==> src/rtl/dual_step_pkg.sv <==
// Package: shared types for the dual-step saturating counter.
// Assumes: nothing beyond IEEE 1800-2017 semantics.
package dual_step_pkg;

    // Step mode selected by the step-select input.
    typedef enum logic {
        STEP_SINGLE = 1'b0,
        STEP_PAIR   = 1'b1
    } step_mode_e;

    // Width of the increment value (0, 1 or 2).
    localparam int unsigned INCR_W = 2;

endpackage

==> src/rtl/dual_step_incr.sv <==
// Module: dual_step_incr
// Chooses the increment and the ceiling for the next count from the
// current count and the step mode.
// Assumes: count is CNT_W bits wide and CNT_W >= 2.
module dual_step_incr
    import dual_step_pkg::*;
#(
    parameter int unsigned CNT_W = 8
) (
    input  logic [CNT_W-1:0]  count_i,
    input  step_mode_e        mode_i,
    output logic [INCR_W-1:0] incr_o,
    output logic [CNT_W-1:0]  ceil_o
);

    localparam logic [CNT_W-1:0] TOP_ALL  = {CNT_W{1'b1}};
    localparam logic [CNT_W-1:0] TOP_EVEN = {{(CNT_W-1){1'b1}}, 1'b0};

    // Purpose: in pair mode an odd count gets +1 to realign, an even one +2.
    always_comb begin
        if (mode_i == STEP_PAIR) begin
            incr_o = count_i[0] ? INCR_W'(1) : INCR_W'(2);
            ceil_o = TOP_EVEN;
        end else begin
            incr_o = INCR_W'(1);
            ceil_o = TOP_ALL;
        end
    end

endmodule

==> src/rtl/dual_step_satadd.sv <==
// Module: dual_step_satadd
// Adds a small increment to a value and clamps the result at a ceiling.
// Assumes: the ceiling fits in CNT_W bits. A sum above the ceiling, including
// a carry out of CNT_W bits, gives the ceiling.
module dual_step_satadd
    import dual_step_pkg::*;
#(
    parameter int unsigned CNT_W = 8
) (
    input  logic [CNT_W-1:0]  base_i,
    input  logic [INCR_W-1:0] incr_i,
    input  logic [CNT_W-1:0]  ceil_i,
    output logic [CNT_W-1:0]  sum_o
);

    localparam int unsigned EXT_W = CNT_W + 1;

    logic [EXT_W-1:0] wide_sum;

    // Purpose: form the sum one bit wider so a carry out is never lost.
    always_comb begin
        wide_sum = {1'b0, base_i} + EXT_W'(incr_i);
    end

    // Purpose: clamp the sum to the ceiling.
    always_comb begin
        if (wide_sum > {1'b0, ceil_i}) begin
            sum_o = ceil_i;
        end else begin
            sum_o = wide_sum[CNT_W-1:0];
        end
    end

endmodule

==> src/rtl/dual_step_reg.sv <==
// Module: dual_step_reg
// Count register with a synchronous active-low clear and a load enable.
// Assumes: clear has priority over load.
module dual_step_reg #(
    parameter int unsigned CNT_W = 8
) (
    input  logic             clk_i,
    input  logic             rst_n_i,
    input  logic             load_i,
    input  logic [CNT_W-1:0] next_i,
    output logic [CNT_W-1:0] q_o
);

    // Purpose: clear on reset, otherwise take the next value when loading.
    always_ff @(posedge clk_i) begin
        if (!rst_n_i) begin
            q_o <= '0;
        end else if (load_i) begin
            q_o <= next_i;
        end
    end

endmodule

==> src/rtl/dual_step_sat_counter.sv <==
// Module: dual_step_sat_counter (top)
// Up counter that steps by one or by two and saturates instead of wrapping.
// In step-by-two mode the count is kept even (ceiling 254 for 8 bits).
// Assumes: run_i and pair_i are synchronous to clk_i. Reset is synchronous
// and active low.
module dual_step_sat_counter
    import dual_step_pkg::*;
#(
    parameter int unsigned CNT_W = 8
) (
    input  logic             clk_i,
    input  logic             rst_n_i,
    input  logic             run_i,
    input  logic             pair_i,
    output logic [CNT_W-1:0] count_o
);

    step_mode_e        mode;
    logic [INCR_W-1:0] incr;
    logic [CNT_W-1:0]  ceil;
    logic [CNT_W-1:0]  next_count;

    // Purpose: map the step-select pin onto the mode type.
    always_comb begin
        mode = pair_i ? STEP_PAIR : STEP_SINGLE;
    end

    dual_step_incr #(.CNT_W(CNT_W)) u_incr (
        .count_i (count_o),
        .mode_i  (mode),
        .incr_o  (incr),
        .ceil_o  (ceil)
    );

    dual_step_satadd #(.CNT_W(CNT_W)) u_add (
        .base_i  (count_o),
        .incr_i  (incr),
        .ceil_i  (ceil),
        .sum_o   (next_count)
    );

    dual_step_reg #(.CNT_W(CNT_W)) u_reg (
        .clk_i   (clk_i),
        .rst_n_i (rst_n_i),
        .load_i  (run_i),
        .next_i  (next_count),
        .q_o     (count_o)
    );

endmodule

==> config.mk <==
export PLATFORM = sky130hd
export DESIGN_NAME = dual_step_sat_counter
export DESIGN_NICKNAME = d
export VERILOG_FILES = /design/src/rtl/dual_step_pkg.sv /design/src/rtl/dual_step_incr.sv /design/src/rtl/dual_step_satadd.sv /design/src/rtl/dual_step_reg.sv /design/src/rtl/dual_step_sat_counter.sv
export SDC_FILE = /design/constraint.sdc
export NUM_CORES = 1
export LEC_CHECK = 0
export CAP_MARGIN = 10
export CORE_AREA = 2 2 39 41
export CTS_BUF_LIST = sky130_fd_sc_hd__clkbuf_4 sky130_fd_sc_hd__clkbuf_8
export DETAILED_ROUTE_END_ITERATION = 6
export DIE_AREA = 0 0 41 43
export GPL_ROUTABILITY_DRIVEN = 0
export PLACE_DENSITY_LB_ADDON = 0.08
export SYNTH_ARGS = -nofsm -noshare
export SYNTH_HDL_FRONTEND = slang
export SYNTH_SLANG_ARGS = --single-unit
==> constraint.sdc <==
create_clock -name clk_i -period 2.4 [get_ports clk_i]
set_input_delay 0.6 -clock clk_i [delete_from_list [all_inputs] [get_ports clk_i]]
set_output_delay 0.6 -clock clk_i [all_outputs]
set_load 0.02 [all_outputs]
; ---- After elaboration in Yosys (flattened, before gate mapping)
; Cells that the tools add are included.
[totals]
inputBits = 4
out_inout_bits = 8
reg_bits = 8
[classes]
n_addsub = 1
n_mux = 5
order_cmp = 1
[op_table]
columns = op, n
row1 = 8-bit by 2-bit adder with 9-bit output, 1
row2 = 9-bit by 8-bit > comparator with 1-bit output, 1
row3 = 8-bit 2-to-1 mux, 1
row4 = 2-bit 2-to-1 mux, 2
row5 = 1-bit 2-to-1 mux, 2

; ---- Longest topological paths before layout
[depth]
depth_word = 5
ltp_mapped = 5
depth_no_buf = 5

; ---- By module
; From an unflattened synthesis, not the netlist that was laid out.
[hier_totals]
hier_cells = 104
area_unflattened_um2 = 963.4
[by_module_without_submodules]
columns = module, instances, area_per_inst_um2, cells_per_inst
row1 = dual_step_satadd, 1, 586.8, 68
row2 = dual_step_reg, 1, 301.5, 25
row3 = dual_step_incr, 1, 75.1, 11

; ---- Least setup slack after synthesis
; No wires, ideal clock.
[synth_path]
path_type = input port to flip-flop
startpoint = input pair_i
endpoint = register u_reg.q_o[5]
setup_time_ps = 74
required_time_ps = 2326
stages = 5
slack_ps = 594
arrival_time_ps = 1732
cell_sequence = nor2b_1 > ha_1 > a21oi_2 > or4_1 > a31oi_1
[synth_via]
elab_chain_cells = 5
elab_cells_between_ends = 6
classes_between = add/sub (1) / order compare (1) / mux (4)
[synth_rtl]
columns = element, line
row1 = "start, declared", dual_step_sat_counter.sv:14  ; input logic pair_i,
row2 = 1-bit 2-to-1 mux (*), dual_step_sat_counter.sv:25  ; mode = pair_i ? STEP_PAIR : STEP_SINGLE;
row3 = 2-bit 2-to-1 mux, dual_step_incr.sv:21  ; if (mode_i == STEP_PAIR) begin
row4 = 8-bit by 2-bit adder with 9-bit output, dual_step_satadd.sv:22  ; wide_sum = {1'b0, base_i} + EXT_W'(incr_i);
row5 = 9-bit by 8-bit > comparator with 1-bit output, dual_step_satadd.sv:27  ; if (wide_sum > {1'b0, ceil_i}) begin
row6 = 8-bit 2-to-1 mux (*), dual_step_satadd.sv:27
row7 = "end signal, assigned", dual_step_reg.sv:19  ; q_o <= next_i;
row8 = "end, declared", dual_step_reg.sv:11  ; output logic [CNT_W-1:0] q_o
; Every way passes the cells marked *; elsewhere a longest branch is shown, timed or not.
; A chain may end at the register's enable or synchronous reset.

; ---- Worst setup path in the final report
[layout_path]
startpoint = input pair_i
endpoint = register u_reg.q_o[0]
; Same word-level chain as after synthesis.

==> results.yml <==
outcome:
  outcome: "finished, final reports clean"
floorplanning:
  die_x_um: 41
  initial_utilization_pct: 30.3
  floorplan.die.height_um: 43
  design.die.area_mm2: 0.00176
  rows: 14
  top_ports: 12
  core_mm2: 0.00138
clocking:
  clock_buffer_depth: 2
  worst_skew_pair.late_latency_ns: 0.26
  cts_setup_buffers: 0
  cts-resized-gates: 0
  cts_sinks: 8
  tritoncts_buffers: 3
  cts_tree: "done"
  clock-root-buffer: "sky130_fd_sc_hd__clkbuf_4"
  ctsHtreeMaxLevel: 1
  clock_transition_at_the_registers_of_the_reported_paths_ns: 0.06
  holdBufCountCts: 0
logic_synthesis:
  synth_flop_cell: "sky130_fd_sc_hd__dfxtp_1"
  synth.ff_latch_count: 8
  seq_area_frac_synth_pct: 38.2
  synth.top_cell.area_share_pct: 38.2
  synth_area_um2: 419
  synth-async-reset-ratio_pct: 0
  synth.lib_cells_used.distinct: 23
  synthDominantAreaCellType: "sky130_fd_sc_hd__dfxtp_1"
  mappedNetlistNets: 53
  yosys_warnings: 0
  yosys-top-cells-area: "sky130_fd_sc_hd__dfxtp_1 (38%), sky130_fd_sc_hd__a31oi_1 (6.0%), sky130_fd_sc_hd__and4_2 (4.8%)"
  synth_top_cells_by_count: "sky130_fd_sc_hd__dfxtp_1 (8), sky130_fd_sc_hd__nand2_1 (5), sky130_fd_sc_hd__a31oi_1 (4), sky130_fd_sc_hd__o21ai_0 (4), sky130_fd_sc_hd__inv_1 (3)"
  synth_enable_flop_cells: 0
  most_common_cell_in_the_netlist: "sky130_fd_sc_hd__dfxtp_1"
  post_synth.cell_area_avg_um2: 8.92
  netlist_instances: 47
timing:
  finalSetupViolCount: 0
  rsz0062_at_grt: "false"
  finalCritPeriodShare_pct: 88.8
  hold_violation_total_from_the_final_report: 0
  setup_slack_ns: 0.268
  worst_pin_slew_ns: 0.281
  max_clock_freq_mhz: 469
  fin_worst_skew_ns: 0.00162
  final_period_minus_worst_setup_slack_ns: 2.13
  timing_max_transition_violations_final: 0
  fin_setup_tns_ns: 0
  timing.max_slew.rel_slack_pct: 81.2
route:
  vias_per_cell: 5.51
  num_vias: 413
  final_antenna_net_count: 0
  drt_drc_violations_left: 0
  drt_first_pass_iters: 2
  detail_route.wirelength_um: 988
  routedWlPerCell_um: 13.2
  first_iter_violations: 5
power:
  power.leakage_nw: 0.185
  power_per_cell_area_mw_per_mm2: 533
  total_power_consumption_uw: 300
  worst_voltage_drop_across_the_vdd_grid_mv: 0.272
setup_path:
  crit_required_ns: 2.57
  biggest_cell_delay_along_the_critical_path_ns: 0.47
  timing.critical_path.from_type: "input port"
  critical_path.n_buffers_inverters: 1
  timing.critical_path.slowest_stage_cell: "sky130_fd_sc_hd__clkdlybuf4s50_1"
  crit_type: "in -> reg"
  timing.critical_path.max_delay_family: "simple AND/OR/NAND/NOR gates"
  cp_max_fo: 4
  worstSetupEndpointType: "flop"
  crit_path_cell_trace: "clkdlybuf4s50_1 -> nor2b_1 -> fa_1 -> nand2_1 -> or3_1 -> a311oi_1"
  worst_ep_arrival_time_ns: 2.31
finish:
  registers.top_by_ff_count: "u_reg.q_o"
  final_net_count: 67
  post-route-cell-area_um2: 563
  max_reg_flops: 8
  final_cell_count_no_fill: 75
  share_of_post_route_cells_with_drive_strength_above_1_pct: 11.9
  multiInputGateArea_um2: 239
  sequential_cell_area_um2: 160
  final.fill_count: 141
  area.growth.synth_to_final_pct: 34.3
  antennaDiodeCount: 0
  layout_top_registers: "u_reg.q_o (8)"
placement:
  detailedPlace.worstSlack_ns: -0.00174
  hpwlAfterDp_um: 710
  port_buffers: 11
  detailed_place.area_um2: 541
  numPlacedInstances: 72
global_routing:
  maximum_number_of_pins_on_one_net_before_global_route_repair: 10
  overall_global_routing_resource_usage_pct: 14.5
  antenna_found_initial: 0
  first_global_vias: 374
  global_route.overflow_total: 0
  wire_length_of_the_first_global_routing_pass_um: 1660
  grt.busiest_layer: "met1"
  grtUsageMet3_pct: 6.28
  gr-usage-met1_pct: 18.8
  grt_util_met2_pct: 17.5
min_path:
  timing.hold.worst.class: "reg -> reg"
job:
  maxCapViolations: 0
==> routing by layer <==
metal,up-vias,part of all wire (%)
met3,5,7.1
li1,208,-
met5,-,0
met2,13,41
met4,0,3.8
met1,187,48
==> path summary, 6_finish.rpt <==
check,cells past startpoint,startpoint,end,slack [ns]
max,6,pair_i,u_reg.q_o[0],0.27
max reg2reg,5,u_reg.q_o[0],u_reg.q_o[0],0.72
min,1,u_reg.q_o[4],u_reg.q_o[4],0.55
min reg2reg,1,u_reg.q_o[4],u_reg.q_o[4],0.55
==> placed cells by master (no fill, tap or decap) <==
cell                              instances
sky130_fd_sc_hd__o31ai_1                  2
sky130_fd_sc_hd__or3_1                    2
sky130_fd_sc_hd__clkbuf_4                 3
sky130_fd_sc_hd__nand2_1                  5
sky130_fd_sc_hd__a311oi_1                 2
sky130_fd_sc_hd__and3_2                   1
sky130_fd_sc_hd__nor2b_1                  1
sky130_fd_sc_hd__a31oi_1                  4
sky130_fd_sc_hd__dfxtp_1                  8
sky130_fd_sc_hd__or4_1                    1
sky130_fd_sc_hd__ha_1                     1
sky130_fd_sc_hd__a211oi_1                 1
sky130_fd_sc_hd__fa_1                     1
sky130_fd_sc_hd__nand4_1                  1
sky130_fd_sc_hd__o21ai_0                  4
sky130_fd_sc_hd__and4_2                   2
sky130_fd_sc_hd__a41oi_1                  1
sky130_fd_sc_hd__a21oi_2                  1
sky130_fd_sc_hd__clkdlybuf4s50_1         11
sky130_fd_sc_hd__o311a_1                  1
sky130_fd_sc_hd__nand3_1                  2
sky130_fd_sc_hd__a21oi_1                  1
sky130_fd_sc_hd__inv_1                    3
==> metrics by stage <==
stage,util (%),hold WS (ns)
3_5_place_dp,39.1,0.543
4_1_cts,40.7,0.556
2_1_floorplan,-,0.572
3_3_place_gp,39.1,0.536
6_report,40.7,0.553
5_1_grt,40.7,0.601
==> kinds of logic after synthesis <==
logic type | Yosys count | synth area share (%)
compound gates | 17 | 28.1
fa+ha+maj | 2 | 7.76
buf+inv | 5 | 4.77
flops | 8 | 38.2
simple gates | 15 | 21.2
==> layout make-up <==
| class | count | area share [%] |
|---|---|---|
| tap | 16 | 3.56 |
| timing repair buffer | 11 | 19.6 |
| clock buffer | 3 | 4.00 |
| sequential | 8 | 28.4 |
| inverter | 3 | 2.00 |
| multi-input combinational | 34 | 42.4 |
==> power breakdown <==
group	internal (mW)	switching (mW)
sequential	0.137	0.00640
clock	0.0578	0.0536
combinational	0.0209	0.0240
No activity file was read; power rests on OpenSTA's default activity.
